<file path="config.mk">
export PLATFORM = sky130hd
export DESIGN_NAME = cfg_policy_bank
export DESIGN_NICKNAME = d
export VERILOG_FILES = /design/src/rtl/cfg_policy_bank.sv
export SDC_FILE = /design/constraint.sdc
export NUM_CORES = 1
export LEC_CHECK = 0
export ABC_AREA = 1
export BUFFER_PORTS_ARGS = -buffer_cell sky130_fd_sc_hd__buf_2
export CORE_MARGIN = 4
export CORE_UTILIZATION = 33
export DETAILED_ROUTE_END_ITERATION = 8
export GPL_ROUTABILITY_DRIVEN = 0
export HOLD_SLACK_MARGIN = 0.03
export PLACE_DENSITY = 0.6
export RECOVER_POWER = 50
export SLEW_MARGIN = 20
export SYNTH_ARGS = -nofsm -noshare
export SYNTH_HDL_FRONTEND = slang
export SYNTH_SLANG_ARGS = --single-unit
</file>
<file path="constraint.sdc">
create_clock -name clk -period 1.2 [get_ports clk]
set_input_delay 0 -clock clk [delete_from_list [all_inputs] [get_ports clk]]
set_output_delay 0 -clock clk [all_outputs]
set_load 0.05 [all_outputs]
</file>
<file path="src/rtl/cfg_policy_bank.sv">
module cfg_policy_bank #(
  parameter logic [31:0] ID_VALUE = 32'h5A17_0C01
) (
  input  logic        clk,
  input  logic        cold_rst_n,
  input  logic        warm_rst_n,
  input  logic        rd_en,
  input  logic        wr_en,
  input  logic [1:0]  addr,
  input  logic [3:0]  be,
  input  logic [31:0] wdata,
  output logic [31:0] rdata,
  input  logic [7:0]  hw_status,
  input  logic [7:0]  sticky_evt,
  input  logic [7:0]  w1c_evt,
  input  logic [7:0]  lk_evt
);
  logic [7:0]  stk_q, af_q, w1c_q, lk_q;
  logic [30:0] ctrl_q, ctrl_nx;
  logic        key_q;
  logic [31:0] rd_mux;

  wire wr   = wr_en & ~rd_en;
  wire sel1 = addr == 2'd1;
  wire sel2 = addr == 2'd2;
  wire sel3 = addr == 2'd3;

  wire       af_rd  = rd_en & sel1 & be[3];
  wire [7:0] af_clr = (wr & sel1 & be[3]) ? wdata[31:24] : 8'h00;
  wire [7:0] w_clr  = (wr & sel1 & be[2]) ? wdata[23:16] : 8'h00;
  wire [7:0] lk_clr = (wr & sel3 & be[0] & ~key_q) ? wdata[7:0] : 8'h00;
  wire       key_set = wr & sel2 & be[3] & wdata[31];

  always_comb begin
    ctrl_nx = ctrl_q;
    for (int b = 0; b < 4; b++)
      if (wr && sel2 && be[b])
        for (int i = 0; i < 8; i++)
          if (b * 8 + i < 31) ctrl_nx[b*8+i] = wdata[b*8+i];
  end

  always_comb begin
    case (addr)
      2'd0:    rd_mux = ID_VALUE;
      2'd1:    rd_mux = {af_q, w1c_q, stk_q, hw_status};
      2'd2:    rd_mux = {key_q, ctrl_q};
      default: rd_mux = {24'h0, lk_q};
    endcase
  end

  always_ff @(posedge clk) begin
    if (!cold_rst_n) begin
      stk_q <= '0;
      lk_q  <= '0;
      key_q <= 1'b0;
    end else begin
      stk_q <= stk_q | sticky_evt;
      lk_q  <= (lk_q & ~lk_clr) | lk_evt;
      key_q <= key_q | key_set;
    end
  end

  always_ff @(posedge clk) begin
    if (!cold_rst_n || !warm_rst_n) begin
      af_q   <= '0;
      w1c_q  <= '0;
      ctrl_q <= '0;
      rdata  <= '0;
    end else begin
      af_q   <= af_rd ? 8'hFF : (af_q & ~af_clr);
      w1c_q  <= (w1c_q & ~w_clr) | w1c_evt;
      ctrl_q <= ctrl_nx;
      if (rd_en) rdata <= rd_mux;
    end
  end
endmodule


</file>
==> impl_results.md, run 1 <==
- Outcome: finished clean
- Setup Viol. Count Final: 0
- Worst setup path category: in -> reg
- Final nets: 793
- Synth warnings: 0
- Clk_lat worst skew: 0.34 ns
- LEAKAGE: 2.59 nW
- Largest net degree at the start of global routing: 50
- CTS Buffer Depth: 2
- DRC Markers: 0
- CTS tree: done
- Worst-path maximum fanout: 1
- Die H: 116 um
- Setup tns final: 0 ns
- RSZ-0062 raised after global routing: false
- # Max-Cap Violations: 0
- Slew @ Worst Pin: about 0.59 ns
- Clk pin slew, worst setup/hold paths: about 0.060 ns
- Mapped Nets: ~600
- Hold Crit Class: in -> reg
- Slew HR: about three fifths
- Final max-slew violation count: 0
- R2R Path Start: w1c_q[4]
- Crit. End Element: flip-flop
- Critical Path, Cell by Cell: dlygate4sd3_1, buf_2, nand3_1, dlygate4sd3_1, a21oi_1
- Pwr/cell area: 1280 nW/um^2
- Post-DR wirelength/cell: approximately 14 um
- Hold Path End: w1c_q[0]
- Crit-path max cell delay: around 0.55 ns
- Sequential area share after synthesis: 49.6%
- Final wirelength: between 10,000 and 15,000 um
- Starting Density: 33.8%
- Die area: 13,500 um^2
- CORE AREA: 11,500 um^2
- Period utilization: around 95%
- Count of final hold-check violations: 0
- # rows: 39
- Initial DRC count: around 220
- # port buffers: 106
- Crit start category: input port
- DP Wirelength: approximately 8000 um
- Number of global-route vias before repair: between 3,000 and 4,000
- Vias/cell: 4.79
- Total track usage: approximately 18%
- Peak supply drop: 0.705 mV
- Drt pass-1 iters: 4
- R2R setup slack: 0.11 ns
- Reg2Reg Depth: 3
- Non-filler cells, final: 866
- Clock sinks: 96
- H-tree depth: 3
- Inst Count DP: 773
- Synth Cell Area: 3880 um^2
- Critical Path Slowest Stage Cell: dlygate4sd3_1
- Most used cell, CP: dlygate4sd3_1
- Worst Hold Launch: wdata[16]
- Root Driver: clkbuf_16
- # IOs: 107
- TritonCTS Buffers: 9
- CP arrival: 1.35 ns
- CP required: 1.41 ns
- Via count: between 4,000 and 5,000
- Post-Syn Instances: 538
- Area growth, synth to finish: 47.1%
- Fin crit period: 1.14 ns
- WHS Path Cells: 4
- Share of post-route cells with drive strength above 1: 19.8%
- Routed Antenna Nets: 0
- GR Overflow Total: 0
- Yosys reg bits: 96
- Clk_skew: 0.00487 ns
- Post-synth cell types: 19
- Achievable Freq: about 900 MHz
- Initial antenna violation count: 0
- Commonest non-fill, non-tap cell in the layout: nand2_1
- Syn_area_per_cell: 7.21 um^2
- Antenna diode count: 0
- Fill count: 1,111
- R2R Path End: w1c_q[4]
- DIE WIDTH: 116 um
- Commonest non-fill, non-tap cells in the layout: nand2_1, buf_2, dfxtp_1
- First-pass GRT wire length: 19,000 um
layout make-up:
class / count / area, um^2 / share of cell area (%)
well taps: 143 / 179 / 3.14
inverters: 47 / 179 / 3.14
repair buffers: 198 / 1440 / 25.3
multi-input cells: 366 / 1660 / 29.1
flip-flops and latches: 96 / 1920 / 33.7
clock buffers: 11 / 243 / 4.26
clock inverters: 5 / 78.8 / 1.38
per-stage QoR:
| step | total power [mW] | hold slack, ns | cell area [um^2] | utilization, % | worst slack, ns |
|---|---|---|---|---|---|
| after floorplan | 3.76 | 0.116 | 3880 | - | 0.236 |
| after global placement | 4.06 | 0.202 | 4610 | 40.2 | 0.138 |
| after detailed placement | 4.06 | 0.207 | 4610 | 40.2 | 0.0999 |
| after CTS | 7.37 | 0.0792 | 5720 | 49.8 | 0.00503 |
| after global routing | 7.57 | 0.0678 | 5700 | 49.7 | 0.00600 |
| final | 7.29 | 0.0179 | 5700 | 49.7 | 0.0638 |
per-layer routing:
| layer | GRT usage [%] | vias to the layer above | routed length, um |
|---|---|---|---|
| met3 | 3.37 | 18 | 617 |
| li1 | - | 2108 | - |
| met1 | 22.6 | 1903 | 5370 |
| met4 | 7.81 | 0 | 239 |
| met2 | 30.2 | 117 | 5860 |
| met5 | 0 | - | 0 |
flip-flops by register name, summed over array words and instances (netlist names):
name and cells:
rdata 32, ctrl_q 31, af_q 8, lk_q 8
stk_q 8, w1c_q 8, key_q 1
worst max path at each step:
stage,cells past startpoint,endpoint,start,slack [ns]
3_3_place_gp,7,ctrl_q[7],addr[0],0.14
6_report,5,ctrl_q[12],wdata[12],0.06
2_1_floorplan,2,rdata[4],rdata[4],0.24
5_1_grt,5,ctrl_q[3],wdata[3],0.006
4_1_cts,6,w1c_q[2],wdata[18],0.005
3_5_place_dp,7,ctrl_q[1],addr[0],0.1
synth_stat cells, drive strengths merged:
master	count	area share, %
a31oi	8	1.3
clkbuf	19	1.8
buf	10	1.4
nor2	22	2.8
o21ai	29	3.7
dfxtp	96	50
a21oi	67	8.6
nand3	76	9.8
nand2	164	16
inv	46	4.5
clkinv	1	0.097
power by group:
part           total [mW]  switching, mW  internal, mW
registers            3.32         0.0448          3.27
clock network        3.11           1.23          1.88
logic               0.854          0.477         0.376
total                7.29           1.75          5.53
worst max-delay path: cells and delay by family:
| kind | cells | cell delay (ns) |
|---|---|---|
| AO/OA/AOI/OAI | 1 | 0.06 |
| AND/OR/NAND/NOR | 1 | 0.06 |
| buffers and inverters | 3 | 1.22 |
logic make-up (layout without fill, tap and decap cells):
kind of cell / after synthesis / in the layout / share of synthesized area, %
and+or+nand+nor: 262 / 262 / 28.9
buffers and inverters: 76 / 261 / 7.81
DFF: 96 / 96 / 49.6
AOI/OAI and AO/OA: 104 / 104 / 13.7
what timing repair did:
item                       4_1_cts  5_1_grt
setup endpoints to repair        0        9
setup buffers                    0        7
gates resized for setup          0        4
hold buffers                    78        0
hold endpoints to repair        73        0
Note: power is estimated with default switching activity, not from simulation.
==> inputs of run 2 (changes only) <==
--- a/config.mk
+++ b/config.mk
@@ -7,14 +7,13 @@
 export LEC_CHECK = 0
 export ABC_AREA = 1
 export BUFFER_PORTS_ARGS = -buffer_cell sky130_fd_sc_hd__buf_2
-export CORE_MARGIN = 4
+export CORE_MARGIN = 3
 export CORE_UTILIZATION = 33
 export DETAILED_ROUTE_END_ITERATION = 8
 export GPL_ROUTABILITY_DRIVEN = 0
 export HOLD_SLACK_MARGIN = 0.03
-export PLACE_DENSITY = 0.6
+export PLACE_DENSITY = 0.62
 export RECOVER_POWER = 50
-export SLEW_MARGIN = 20
 export SYNTH_ARGS = -nofsm -noshare
 export SYNTH_HDL_FRONTEND = slang
 export SYNTH_SLANG_ARGS = --single-unit
==> constraint.sdc (replaced) <==
create_clock -name clk -period 1 [get_ports clk]
set_input_delay 0 -clock clk [delete_from_list [all_inputs] [get_ports clk]]
set_output_delay 0 -clock clk [all_outputs]
set_load 0.05 [all_outputs]
==> run 2 against run 1 <==
Against the previous run: count of clock-buffer cells in the layout is 1 lower; sequential share of layout area is 0.35 points higher; die area is 3.4% lower; global-route usage is 0.43 points higher; final area is 1.0% lower; combinational power is 21% higher; via count is 0.84% lower; setup slack worse by 0.025 ns; critical endpoint is now rdata[4]; worst hold slack better by 0.061 ns; routed wire length is 1.6% lower; flip-flop and latch count stayed put.
==> impl_results.md, run 2 (synthesis results as in run 1) <==
- Critical Path Slowest Stage Cell: dfxtp_1 (was dlygate4sd3_1)
- Non-filler cells, final: 859 (was 866)
- Cell area after layout: 5640 um^2 (was 5700 um^2)
- Root Driver: clkbuf_16 (unchanged)
- Clk_skew: 0.00780 ns (was 0.00487 ns)
- Hold Path End: lk_q[5] (was w1c_q[0])
- Inst Count DP: 777 (was 773)
- Reg2Reg Depth: 5 (was 3)
- Commonest non-fill, non-tap cells in the layout: nand2_1, buf_2, dfxtp_1 (unchanged)
- # port buffers: 106 (unchanged)
- Clk_lat worst skew: 0.34 ns (about the same)
- R2R Path End: lk_q[2] (was w1c_q[4])
- GR Overflow Total: 0 (unchanged)
- Area growth, synth to finish: 45.6% (was 47.1%)
- H-tree depth: 3 (unchanged)
- Achievable Freq: 1040 MHz
- Initial antenna violation count: 0 (unchanged)
- CP bufs+invs: 1 (was 3)
- R2R Path Start: key_q (was w1c_q[4])
- Number of global-route vias before repair: 4,052 (was 3,947)
- # IOs: 107 (unchanged)
- Initial DRC count: 232 (was 222)
- Die H: 114 um (was 116 um)
- Setup Viol. Count Final: 0 (unchanged)
- First-pass GRT wire length: 19,200 um (was 19,000 um)
- CTS Buffer Depth: 2 (unchanged)
- Largest net degree at the start of global routing: 48 (was 50)
- Drt pass-1 iters: 5 (was 4)
- Peak supply drop: 0.939 mV (was 0.705 mV)
- Setup ws final: 0.0388 ns (was 0.0638 ns)
- CTS tree: done (unchanged)
- Final nets: 791 (was 793)
- TritonCTS Buffers: 9 (unchanged)
- Die area: 13,100 um^2 (was 13,500 um^2)
- Commonest non-fill, non-tap cell in the layout: nand2_1 (unchanged)
- Max reg flops: 32 (unchanged)
- Antenna diode count: 0 (unchanged)
- Top Registers: rdata: 32 flops, ctrl_q: 31 flops (unchanged)
- Pwr/cell area: 1530 nW/um^2 (was 1280 nW/um^2)
- DIE WIDTH: 114 um (was 116 um)
- Vias/cell: 4.79 (about the same)
- CORE AREA: 11,200 um^2 (was 11,500 um^2)
- LEAKAGE: 2.57 nW (was 2.59 nW)
- Clk pin slew, worst setup/hold paths: 0.07 ns (was 0.06 ns)
- Crit. End Element: output pin (was flip-flop)
- Pre-CTS setup slack: -0.0478 ns (was 0.0999 ns)
- R2R setup slack: 0.09 ns (was 0.11 ns)
- CP required: 1.00 ns (was 1.41 ns)
- RSZ-0062 raised after global routing: false (unchanged)
- Clock sinks: 96 (unchanged)
- Period utilization: a little over nine tenths
- Postcts setup bufs: 0 (unchanged)
- CP arrival: 0.96 ns (was 1.35 ns)
- Worst-path maximum fanout: 2 (was 1)
- WHS Path Cells: 4 (unchanged)
- Starting Density: 34.7% (was 33.8%)
- Crit-path max cell delay: 0.35 ns (was 0.55 ns)
- # rows: 38 (was 39)
- DP Wirelength: 8090 um (was 8020 um)
- Final wirelength: 11,900 um (was 12,100 um)
- Outcome: finished clean (unchanged)
- Total track usage: 18.4% (was 18.0%)
- Fin util: 50.5% (was 49.7%)
- Slew HR: 76.1% (was 60.2%)
- Worst setup path category: reg -> out (was in -> reg)
- # Max-Cap Violations: 0 (unchanged)
- Share of post-route cells with drive strength above 1: 20.2% (was 19.8%)
- DRC Markers: 0 (unchanged)
- Hold slack: 0.0792 ns (was 0.0179 ns)
- Count of final hold-check violations: 0 (unchanged)
- Worst Hold Launch: cold_rst_n (was wdata[16])
- Most flop-heavy register: rdata (unchanged)
- Hold Crit Class: in -> reg (unchanged)
- DP Area: 4700 um^2 (was 4610 um^2)
- Critical Path, Cell by Cell: buf_2 (was dlygate4sd3_1, buf_2, nand3_1, dlygate4sd3_1, a21oi_1)
- Final max-slew violation count: 0 (unchanged)
- Crit start category: flip-flop (was input port)
- Routed Antenna Nets: 0 (unchanged)
- Slew @ Worst Pin: 0.358 ns (was 0.594 ns)
- CP top delay family: flip-flops (was buffers and inverters)
- Post-DR wirelength/cell: 13.9 um (was 14.0 um)
- Via count: 4,111 (was 4,146)
- Fin crit period: 0.961 ns
## run 2: cell count changes in the layout (fill, tap and decap cells not counted), moves of 2 or more
cell            delta
nand2_1            +3
clkbuf_2           +2
dlymetal6s4s_1     -2
clkbuf_1           -7
nand2_4            -2
clkbuf_4           +5
## run 2: metrics by stage
step	total power, mW	setup TNS (ns)
3_3_place_gp	4.91	0
3_5_place_dp	4.92	-0.454
4_1_cts	8.73	0
2_1_floorplan	4.51	0
5_1_grt	8.98	0
6_report	8.66	0
## run 2: layout make-up
class / instances / area, um^2
inverters: 47 / 176
clock inverters: 4 / 70.1
fillers: 1098 / 5530
well taps: 140 / 175
repair buffers: 196 / 1430
flip-flops and latches: 96 / 1920
clock buffers: 10 / 239
multi-input cells: 366 / 1630
## run 2: layer usage
| metal | routed length [um] | GRT usage, % | vias to the layer above |
|---|---|---|---|
| met4 | 284 | 7.28 | 0 |
| li1 | - | - | 2097 |
| met3 | 683 | 3.44 | 22 |
| met1 | 5130 | 22.5 | 1858 |
| met2 | 5800 | 32.0 | 134 |
| met5 | 0 | 0 | - |
## run 2: report_power, final
group          switching, mW  internal (mW)  total (mW)
Sequential            0.0559           3.93        3.98
Clock                   1.41           2.22        3.64
Combinational          0.572          0.463        1.03
## run 2: repair_timing
action | CTS | global route
setup endpoints to repair | 0 | 7
resized for setup | 0 | 4
endpoints found under the hold margin | 73 | 0
hold buffers | 68 | 0
## run 2: how the worst max path moves through the flow
stage | start | endpoint | slack [ns] | depth (start not counted)
finish | rdata[4] | rdata[4] | 0.04 | 1
CTS | rdata[7] | rdata[7] | 0.009 | 1
detailed placement | addr[0] | ctrl_q[17] | -0.05 | 7
floorplan | rdata[4] | rdata[4] | 0.04 | 2
global route | key_q | lk_q[0] | 0.003 | 5
global placement | rd_en | ctrl_q[20] | 0.01 | 7
